--- config.mk ---
export PLATFORM = sky130hd
export DESIGN_NAME = xbus_ctrl
export DESIGN_NICKNAME = d
export VERILOG_FILES = /design/src/rtl/xbus_pkg.sv /design/src/rtl/xbus_cfg.sv /design/src/rtl/xbus_seq.sv /design/src/rtl/xbus_ctrl.sv
export SDC_FILE = /design/constraint.sdc
export NUM_CORES = 1
export LEC_CHECK = 0
export BUFFER_PORTS_ARGS = -buffer_cell sky130_fd_sc_hd__buf_4
export CAP_MARGIN = 20
export CORE_UTILIZATION = 47
export DETAILED_ROUTE_END_ITERATION = 7
export GPL_TIMING_DRIVEN = 0
export PLACE_DENSITY = 0.7
export SLEW_MARGIN = 20
export SYNTH_ARGS = -nofsm -noshare
export SYNTH_HDL_FRONTEND = slang
export SYNTH_HIERARCHICAL = 1
export SYNTH_SLANG_ARGS = --single-unit
--- constraint.sdc ---
create_clock -name clk -period 3 [get_ports clk]
set_input_delay 0.6 -clock clk [delete_from_list [all_inputs] [get_ports clk]]
set_output_delay 0.6 -clock clk [all_outputs]
set_load 0.01 [all_outputs]
--- src/rtl/xbus_pkg.sv ---
package xbus_pkg;
  localparam int LANE_W = 16;
  localparam logic [15:0] TIMING_RST = 16'h70FF;
  localparam logic [15:0] TIMING_RSVD = 16'h0800;

  localparam logic [1:0] SEL_GLB = 2'd0;
  localparam logic [1:0] SEL_CTL = 2'd1;
  localparam logic [1:0] SEL_TIM = 2'd2;

  typedef enum logic [2:0] {
    PH_IDLE, PH_ALE, PH_HOLD, PH_PRE, PH_STRB, PH_POST, PH_RESP
  } phase_t;

  typedef struct packed {
    logic       byte_gate;  // 15
    logic [2:0] ale_ws;     // 14:12
    logic       rsvd;       // 11
    logic       no_hold;    // 10
    logic       no_rturn;   // 9
    logic       no_wturn;   // 8
    logic [3:0] wr_len;     // 7:4
    logic [3:0] rd_len;     // 3:0
  } timing_t;

  typedef struct packed {
    logic wide;  // 1
    logic en;    // 0
  } rctl_t;
endpackage

--- src/rtl/xbus_cfg.sv ---
module xbus_cfg import xbus_pkg::*; #(
  parameter int NREG = 4,
  localparam int RW = $clog2(NREG)
) (
  input  logic                  clk,
  input  logic                  rst,
  input  logic                  cfg_we,
  input  logic [1:0]            cfg_sel,
  input  logic [RW-1:0]         cfg_idx,
  input  logic [LANE_W-1:0]     cfg_wdata,
  output logic                  glb_en,
  output rctl_t   [NREG-1:0]    rctl,
  output timing_t [NREG-1:0]    rtim
);
  always_ff @(posedge clk) begin
    if (rst) glb_en <= 1'b0;
    else if (cfg_we && cfg_sel == SEL_GLB) glb_en <= cfg_wdata[0];
  end

  for (genvar r = 0; r < NREG; r++) begin : g_region
    rctl_t   ctl_q;
    timing_t tim_q;
    logic    hit;
    assign hit = cfg_we && (cfg_idx == RW'(r));

    always_ff @(posedge clk) begin
      if (rst) begin
        ctl_q <= '0;
        tim_q <= timing_t'(TIMING_RST);
      end else if (hit) begin
        if (cfg_sel == SEL_CTL) ctl_q <= rctl_t'(cfg_wdata[1:0]);
        if (cfg_sel == SEL_TIM) tim_q <= timing_t'(cfg_wdata & ~TIMING_RSVD);
      end
    end

    assign rctl[r] = ctl_q;
    assign rtim[r] = tim_q;
  end
endmodule

--- src/rtl/xbus_seq.sv ---
module xbus_seq import xbus_pkg::*; #(
  parameter int NREG = 4,
  localparam int RW = $clog2(NREG),
  localparam int AW = RW + LANE_W
) (
  input  logic                  clk,
  input  logic                  rst,
  input  logic                  glb_en,
  input  rctl_t   [NREG-1:0]    rctl,
  input  timing_t [NREG-1:0]    rtim,
  input  logic                  req_valid,
  output logic                  req_ready,
  input  logic                  req_write,
  input  logic [AW-1:0]         req_addr,
  input  logic [LANE_W-1:0]     req_wdata,
  input  logic [1:0]            req_be,
  output logic                  resp_valid,
  output logic                  resp_err,
  output logic [LANE_W-1:0]     resp_rdata,
  output logic                  bus_ale,
  output logic                  bus_rd_n,
  output logic                  bus_wr_n,
  output logic [NREG-1:0]       bus_cs_n,
  output logic [1:0]            bus_bs_n,
  output logic [LANE_W-1:0]     bus_ad_o,
  output logic                  bus_ad_oe,
  input  logic [LANE_W-1:0]     bus_ad_i
);
  phase_t             ph_q, ph_d;
  logic [3:0]         cnt_q, cnt_d;
  logic [1:0]         pend_q, pend_d;
  logic [RW-1:0]      rg_q;
  logic               wr_q, wide_q, err_q;
  timing_t            tim_q;
  logic [LANE_W-1:0]  off_q, wdat_q, rdat_q;
  logic [1:0]         be_q;

  // request side decode
  logic               accept;
  logic [RW-1:0]      req_rg;
  rctl_t              sel_ctl;
  timing_t            sel_tim;
  assign req_ready = (ph_q == PH_IDLE) && glb_en;
  assign accept    = req_valid && req_ready;
  assign req_rg    = req_addr[AW-1 -: RW];
  assign sel_ctl   = rctl[req_rg];
  assign sel_tim   = rtim[req_rg];

  // current access
  logic               cur_k, turn, last, in_beat, addr_ph;
  logic [LANE_W-1:0]  beat_addr, data_out;
  logic [1:0]         lane, pend_after;
  logic [3:0]         strb_len;
  phase_t             beat_next;
  assign cur_k      = ~pend_q[0];
  assign beat_addr  = wide_q ? off_q : off_q + LANE_W'(cur_k);
  assign lane       = wide_q ? be_q : (beat_addr[0] ? 2'b10 : 2'b01);
  assign turn       = wr_q ? ~tim_q.no_wturn : ~tim_q.no_rturn;
  assign strb_len   = wr_q ? tim_q.wr_len : tim_q.rd_len;
  assign last       = (cnt_q == 4'd0);
  assign pend_after = wide_q ? 2'b00 : (pend_q & ~(cur_k ? 2'b10 : 2'b01));
  assign beat_next  = (pend_after != 2'b00) ? PH_ALE : PH_RESP;
  assign data_out   = wide_q ? wdat_q
                             : {8'h00, (cur_k ? wdat_q[15:8] : wdat_q[7:0])};

  always_comb begin
    ph_d   = ph_q;
    pend_d = pend_q;
    unique case (ph_q)
      PH_IDLE: if (accept) begin
        pend_d = req_be;
        ph_d   = (!sel_ctl.en || req_be == 2'b00) ? PH_RESP : PH_ALE;
      end
      PH_ALE:  if (last) ph_d = !tim_q.no_hold ? PH_HOLD : (turn ? PH_PRE : PH_STRB);
      PH_HOLD: ph_d = turn ? PH_PRE : PH_STRB;
      PH_PRE:  ph_d = PH_STRB;
      PH_STRB: if (last) begin
        ph_d = turn ? PH_POST : beat_next;
        if (!turn) pend_d = pend_after;
      end
      PH_POST: begin
        ph_d   = beat_next;
        pend_d = pend_after;
      end
      PH_RESP: ph_d = PH_IDLE;
      default: ph_d = PH_IDLE;
    endcase

    cnt_d = cnt_q - 4'd1;
    if (ph_d != ph_q) begin
      if (ph_d == PH_ALE)
        cnt_d = {1'b0, (ph_q == PH_IDLE) ? sel_tim.ale_ws : tim_q.ale_ws};
      else if (ph_d == PH_STRB)
        cnt_d = strb_len;
      else
        cnt_d = 4'd0;
    end
  end

  always_ff @(posedge clk) begin
    if (rst) begin
      ph_q   <= PH_IDLE;
      cnt_q  <= '0;
      pend_q <= '0;
      rg_q   <= '0;
      wr_q   <= 1'b0;
      wide_q <= 1'b0;
      err_q  <= 1'b0;
      tim_q  <= '0;
      off_q  <= '0;
      wdat_q <= '0;
      rdat_q <= '0;
      be_q   <= '0;
    end else begin
      ph_q   <= ph_d;
      cnt_q  <= cnt_d;
      pend_q <= pend_d;
      if (accept) begin
        rg_q   <= req_rg;
        wr_q   <= req_write;
        wide_q <= sel_ctl.wide;
        err_q  <= !sel_ctl.en;
        tim_q  <= sel_tim;
        off_q  <= req_addr[LANE_W-1:0];
        wdat_q <= req_wdata;
        be_q   <= req_be;
        rdat_q <= '0;
      end else if (ph_q == PH_STRB && last && !wr_q) begin
        if (wide_q)     rdat_q <= bus_ad_i & {{8{be_q[1]}}, {8{be_q[0]}}};
        else if (cur_k) rdat_q[15:8] <= bus_ad_i[7:0];
        else            rdat_q[7:0]  <= bus_ad_i[7:0];
      end
    end
  end

  // bus outputs decoded from state flops only
  assign in_beat   = ph_q inside {PH_ALE, PH_HOLD, PH_PRE, PH_STRB, PH_POST};
  assign addr_ph   = ph_q inside {PH_ALE, PH_HOLD};
  assign bus_ale   = (ph_q == PH_ALE);
  assign bus_rd_n  = !(ph_q == PH_STRB && !wr_q);
  assign bus_wr_n  = !(ph_q == PH_STRB && wr_q);
  assign bus_ad_oe = addr_ph || (wr_q && (ph_q inside {PH_PRE, PH_STRB, PH_POST}));
  assign bus_ad_o  = addr_ph ? beat_addr : (bus_ad_oe ? data_out : '0);
  assign bus_bs_n  = tim_q.byte_gate ? ~(lane & {2{~bus_wr_n}})
                                     : (in_beat ? ~lane : 2'b11);

  for (genvar r = 0; r < NREG; r++) begin : g_cs
    assign bus_cs_n[r] = !(in_beat && rg_q == RW'(r));
  end

  assign resp_valid = (ph_q == PH_RESP);
  assign resp_err   = resp_valid && err_q;
  assign resp_rdata = resp_valid ? rdat_q : '0;

  AST_CS_ONEHOT: assert property (@(posedge clk) disable iff (rst)
    $onehot0(~bus_cs_n));
  AST_ERR_QUIET: assert property (@(posedge clk) disable iff (rst)
    resp_err |-> $past(&bus_cs_n));
  AST_STROBE_EXCL: assert property (@(posedge clk) disable iff (rst)
    bus_rd_n || bus_wr_n);
  AST_READ_HIZ: assert property (@(posedge clk) disable iff (rst)
    !bus_rd_n |-> !bus_ad_oe);
  AST_ALE_CS: assert property (@(posedge clk) disable iff (rst)
    bus_ale |-> !(&bus_cs_n));
  AST_RESP_PULSE: assert property (@(posedge clk) disable iff (rst)
    resp_valid |=> !resp_valid);
  AST_GATED_ACCEPT: assert property (@(posedge clk) disable iff (rst)
    !glb_en |-> !req_ready);
endmodule

--- src/rtl/xbus_ctrl.sv ---
module xbus_ctrl import xbus_pkg::*; #(
  parameter int NREG = 4,
  localparam int RW = $clog2(NREG),
  localparam int AW = RW + LANE_W
) (
  input  logic              clk,
  input  logic              rst,
  input  logic              cfg_we,
  input  logic [1:0]        cfg_sel,
  input  logic [RW-1:0]     cfg_idx,
  input  logic [LANE_W-1:0] cfg_wdata,
  input  logic              req_valid,
  output logic              req_ready,
  input  logic              req_write,
  input  logic [AW-1:0]     req_addr,
  input  logic [LANE_W-1:0] req_wdata,
  input  logic [1:0]        req_be,
  output logic              resp_valid,
  output logic              resp_err,
  output logic [LANE_W-1:0] resp_rdata,
  output logic              bus_ale,
  output logic              bus_rd_n,
  output logic              bus_wr_n,
  output logic [NREG-1:0]   bus_cs_n,
  output logic [1:0]        bus_bs_n,
  output logic [LANE_W-1:0] bus_ad_o,
  output logic              bus_ad_oe,
  input  logic [LANE_W-1:0] bus_ad_i
);
  logic                 glb_en;
  rctl_t   [NREG-1:0]   rctl;
  timing_t [NREG-1:0]   rtim;

  xbus_cfg #(.NREG(NREG)) u_cfg (
    .clk(clk), .rst(rst), .cfg_we(cfg_we), .cfg_sel(cfg_sel),
    .cfg_idx(cfg_idx), .cfg_wdata(cfg_wdata),
    .glb_en(glb_en), .rctl(rctl), .rtim(rtim)
  );

  xbus_seq #(.NREG(NREG)) u_seq (
    .clk(clk), .rst(rst), .glb_en(glb_en), .rctl(rctl), .rtim(rtim),
    .req_valid(req_valid), .req_ready(req_ready), .req_write(req_write),
    .req_addr(req_addr), .req_wdata(req_wdata), .req_be(req_be),
    .resp_valid(resp_valid), .resp_err(resp_err), .resp_rdata(resp_rdata),
    .bus_ale(bus_ale), .bus_rd_n(bus_rd_n), .bus_wr_n(bus_wr_n),
    .bus_cs_n(bus_cs_n), .bus_bs_n(bus_bs_n), .bus_ad_o(bus_ad_o),
    .bus_ad_oe(bus_ad_oe), .bus_ad_i(bus_ad_i)
  );
endmodule

==> Word-level counts from Yosys, hierarchy flattened <==
Index checks and enable logic that the tools add are counted.
{ "totals": {"regBits": 148, "in_bits": 77, "output_inout_bits": 45} }
{ "classes": {"add_sub_neg": 2, "order_cmp": 1, "n_eq_ne": 21, "mux": 38, "bitwise_logic": 9, "n_reduce_logical": 51} }
{ "ops": {"columns": ["op", "count"], "rows": [
  ["$mux 16", 7],
  ["$bmux 16 s2", 1],
  ["$mux 3", 9],
  ["$mux 8", 3],
  ["$mux 2", 10],
  ["$reduce_and 2->1", 10],
  ["$pmux 3 s6", 1],
  ["$logic_and 1x1->1", 17],
  ["$add 16x1->16", 1],
  ["$and 16x16->16", 1],
  ["$mux 4", 4],
  ["$eq 3x3->1 const B", 4],
  ["$eq 2x2->1 const B", 5],
  ["$logic_not 1->1", 8],
  ["$logic_not 2->1", 4],
  ["$eq 2x1->1 const B", 3],
  ["$eq 3x1->1 const B", 2],
  ["$eq 3x2->1 const B", 2],
  ["$not 2->2", 3],
  ["$pmux 2 s3", 1],
  ["$reduce_bool 2->1", 3],
  ["$reduce_bool 3->1", 2],
  ["$reduce_bool 5->1", 1],
  ["$and 2x2->2", 2],
  ["other kinds (13)", 18]
]} }

==> Logic depth before layout (Yosys ltp) <==
{ "logic_depth": {"ltp_word": 13, "mapped_depth": 10, "ltp_nobuf": 9} }

==> Modules after synthesis <==
Netlist, hierarchy kept.
{ "by_module_without_submodules": {"columns": ["mod", "n_inst", "cells_each", "area_each_um2", "seq_area_each_um2"], "rows": [
  ["xbus_seq", 1, 561, 4539.4, 1581.5],
  ["xbus_cfg", 1, 272, 2702.6, 1381.3]
]} }

==> Worst setup path after synthesis <==
Ideal clock, no wire load.
{ "synth_timing": {"path_kind": "reg-to-output", "from": "register u_seq.pend_q[0]", "to": "output port bus_ad_o[12]", "arrival_ps": 1940, "required_ps": 2400, "path_slack_ps": 460, "stages_incl_launch_ff": 11, "n_path_buf": 1, "path_cell_list": "dfxtp_1 > clkbuf_1 > inv_1 > ha_1 > ha_1 > nor2b_1 > and4_1 > and3_1 > nand3_1 > xor2_1 > o21ai_0"} }
{ "synth_via": {"elab_chain_len": 4} }
{ "synth_rtl": {"columns": ["item", "line", "text"], "rows": [
  ["from (decl)", "xbus_seq.sv:31", "logic [1:0] pend_q, pend_d;"],
  ["from (signal assigned)", "xbus_seq.sv:117", "pend_q <= pend_d;"],
  ["$not 1->1", "xbus_seq.sv:55", "assign cur_k = ~pend_q[0];"],
  ["$add 16x1->16", "xbus_seq.sv:56", "assign beat_addr = wide_q ? off_q : off_q + LANE_W'(cur_k);"],
  ["$mux 16", "xbus_seq.sv:56", null],
  ["$mux 16", "xbus_seq.sv:143", "assign bus_ad_o = addr_ph ? beat_addr : (bus_ad_oe ? data_out : '0);"],
  ["to (decl)", "xbus_ctrl.sv:26", "output logic [LANE_W-1:0] bus_ad_o,"]
]} }
No other way between the ends.

==> Final worst setup path <==
Ends and elaborated chain as after synthesis.

==> run metrics <==
status finished clean; cell area power density 520 nW/um2; period utilization 97.2%; Sw Share 25.2%; Max-cap violations 0; Initial DRT Pass Iterations 5; I/O Buffers 119; power share of the clock group 44.1%; H-tree levels 4; die width around 130 um; final hold vios 0; fin util a little over 60%; CTS Root Cell clkbuf_16; GRT Residual Overflow 0; Comb power frac 12.0%; fin area 9010 um2; Die Height 126 um; CTS tree done; latest clock arrival within the worst-skew pair 0.43 ns; maximum clock frequency around 0.34 GHz; Static Leak 3.64 nW; DR top layer met4; number of I/O pins 122; Sequential Power Share 43.9%; VDD IR max 0.000394 V; n_diodes 0; wl on met1 8.82 mm; setup tns final 0 ns; Synthesized Nets 909; Slew headroom between 40% and 50%; Rows 44; internal power 3.50 mW; Hold Buf Count CTS 0; Setup CP Type reg2out; Synth Cell Area ~7200 um2; filler instances 1338; crit-path max cell delay 0.37 ns; Iter 0 DRT Violations 387; Slew @ Worst Pin 0.757 ns; CTS Sinks 148; WP buf/inv 2; GRT Util Overall 24.5%; share of layout cells above drive strength 1 22.3%; RSZ-0062 raised after global routing true; crit-path max FO 6; Final Critical Period 2.92 ns; CP max-delay cell dfxtp_4; fin. max-slew vios 0; CTS Buf Count 17; crit start category register; Hold Slack 0.414 ns; Area after DPL 8330 um2; first-pass GRT wire length 30.5 mm; Mapped Avg Cell Area 8.71 um2; Core ar. between 10000 and 15000 um2; initial antenna violation count 0; DP Worst Slack between 0.15 and 0.2 ns; Initial Util 48.9%; Vias 6279; Final Skew about 0.0086 ns; Final Setup Violations 0; ANT nets after route 0; WP data required 2.40 ns; Via density 5.38; CTS clk-pin slew, worst paths 0.06 ns; Area Growth Syn to Fin 25.0%; Die ar. 15800 um2; largest net degree at the start of global routing 17; sw power 1.18 mW; most frequent CP cell ha_2; vias in the first global route 5992; worst path cell trace inv_2, ha_2, ha_2, nor2b_4, and4_4, and3_4, nand3_1, xor2_1, o21ai_1, buf_4; post-DP HPWL 13.8 mm; Max Root-Sink Buffers 2; PnR worst setup slack 0.0838 ns; Syn Inst Count 828; wire length per cell 16.3 um; Routed WL 19.1 mm; met3 wire len 1.01 mm; met2 wire len 8.98 mm; cell family with most CP delay simple AND/OR/NAND/NOR gates; Hold Crit Class in2reg; Synth warnings 6; Worst EP arrival ~2.3 ns; RD Place Congestion roughly 0.82; Final nets about 1100; Worst Setup End Kind output pin; drt drc 0
[flip-flops by register name, summed over array words and instances, names as in the netlist]
signal        flops
u_seq/rg_q        2
u_cfg/glb_en      1
u_seq/err_q       1
u_seq/off_q      16
u_seq/cnt_q       4
u_cfg/rtim       60
u_seq/pend_q      2
u_seq/ph_q        3
u_seq/wide_q      1
u_seq/rdat_q     16
u_seq/tim_q      15
u_seq/wr_q        1
u_seq/wdat_q     16
u_cfg/rctl        8
u_seq/be_q        2
[stage by stage]
step / instances / power, mW
6_report: 1167 / 4.68
5_1_grt: 1167 / 4.85
4_1_cts: 1161 / 4.71
3_5_place_dp: 1131 / 2.65
3_3_place_gp: 1131 / 2.65
2_1_floorplan: 828 / 2.45
[power groups by stage]
stage / clock network (mW) / logic [mW] / registers, mW
CTS: 2.09 / 0.559 / 2.05
global placement: 0 / 0.553 / 2.10
global route: 2.18 / 0.609 / 2.06
floorplan: 0 / 0.360 / 2.09
finish: 2.07 / 0.560 / 2.05
detailed placement: 0 / 0.556 / 2.10
[metal layers]
metal / vias to the layer above / global-route usage [%]
li1: 3142 / -
met1: 2926 / 31.4
met2: 191 / 41.0
met3: 20 / 4.80
met4: 0 / 8.50
met5: - / 0
[worst paths after layout]
kind                                                 endpoint  slack [ns]                    startpoint  depth (start not counted)
worst max-delay path                             bus_ad_o[12]        0.08  u_seq/pend_q[0]$_SDFFE_PP0P_                         10
worst min register to register   u_seq/rdat_q[2]$_SDFFE_PP0P_        0.45  u_seq/rdat_q[2]$_SDFFE_PP0P_                          2
worst min-delay path            u_seq/wdat_q[14]$_SDFFE_PP0N_        0.41                 req_wdata[14]                          3
worst max register to register      u_seq/cnt_q[1]$_SDFF_PP0_        0.67     u_seq/cnt_q[0]$_SDFF_PP0_                          9
[layout by cell type (no fill, tap or decap), types with 4 or more instances in the layout]
cell,n
nand2b_1,27
inv_1,10
a21oi_1,75
clkinv_2,4
clkbuf_2,4
xnor2_1,8
xor2_1,9
and2_1,20
o21ai_0,19
clkbuf_8,4
o21ai_1,8
clkbuf_16,17
nand2_1,131
nor2_1,86
buf_4,129
nand3_1,18
buf_1,4
a211oi_1,10
o22ai_1,9
nor2b_1,12
buf_2,4
dfxtp_1,147
mux2i_1,79
a22oi_1,9
nand4_1,4
mux4_2,15
clkbuf_1,35
[area by class of cell]
cell class	count	area (um2)	share of cell area [%]
multi-input cells	612	3990	44.3
clock inverters	11	98.8	1.10
plain buffers	55	265	2.94
repair buffers	125	938	10.4
clock buffers	21	480	5.33
well taps	184	230	2.56
inverters	11	41.3	0.458
flip-flops and latches	148	2970	32.9
[worst min-delay path, cell delays in order]
cell     delay [ns]
buf_4          0.10
nand2_1        0.04
a21oi_1        0.05
[repair_timing]
item                       CTS  global route
pin swaps                    0             1
setup endpoints to repair   22            25
buffers inserted             0             6
gates resized for setup      9            18
No activity file was read; power rests on OpenSTA's default activity.
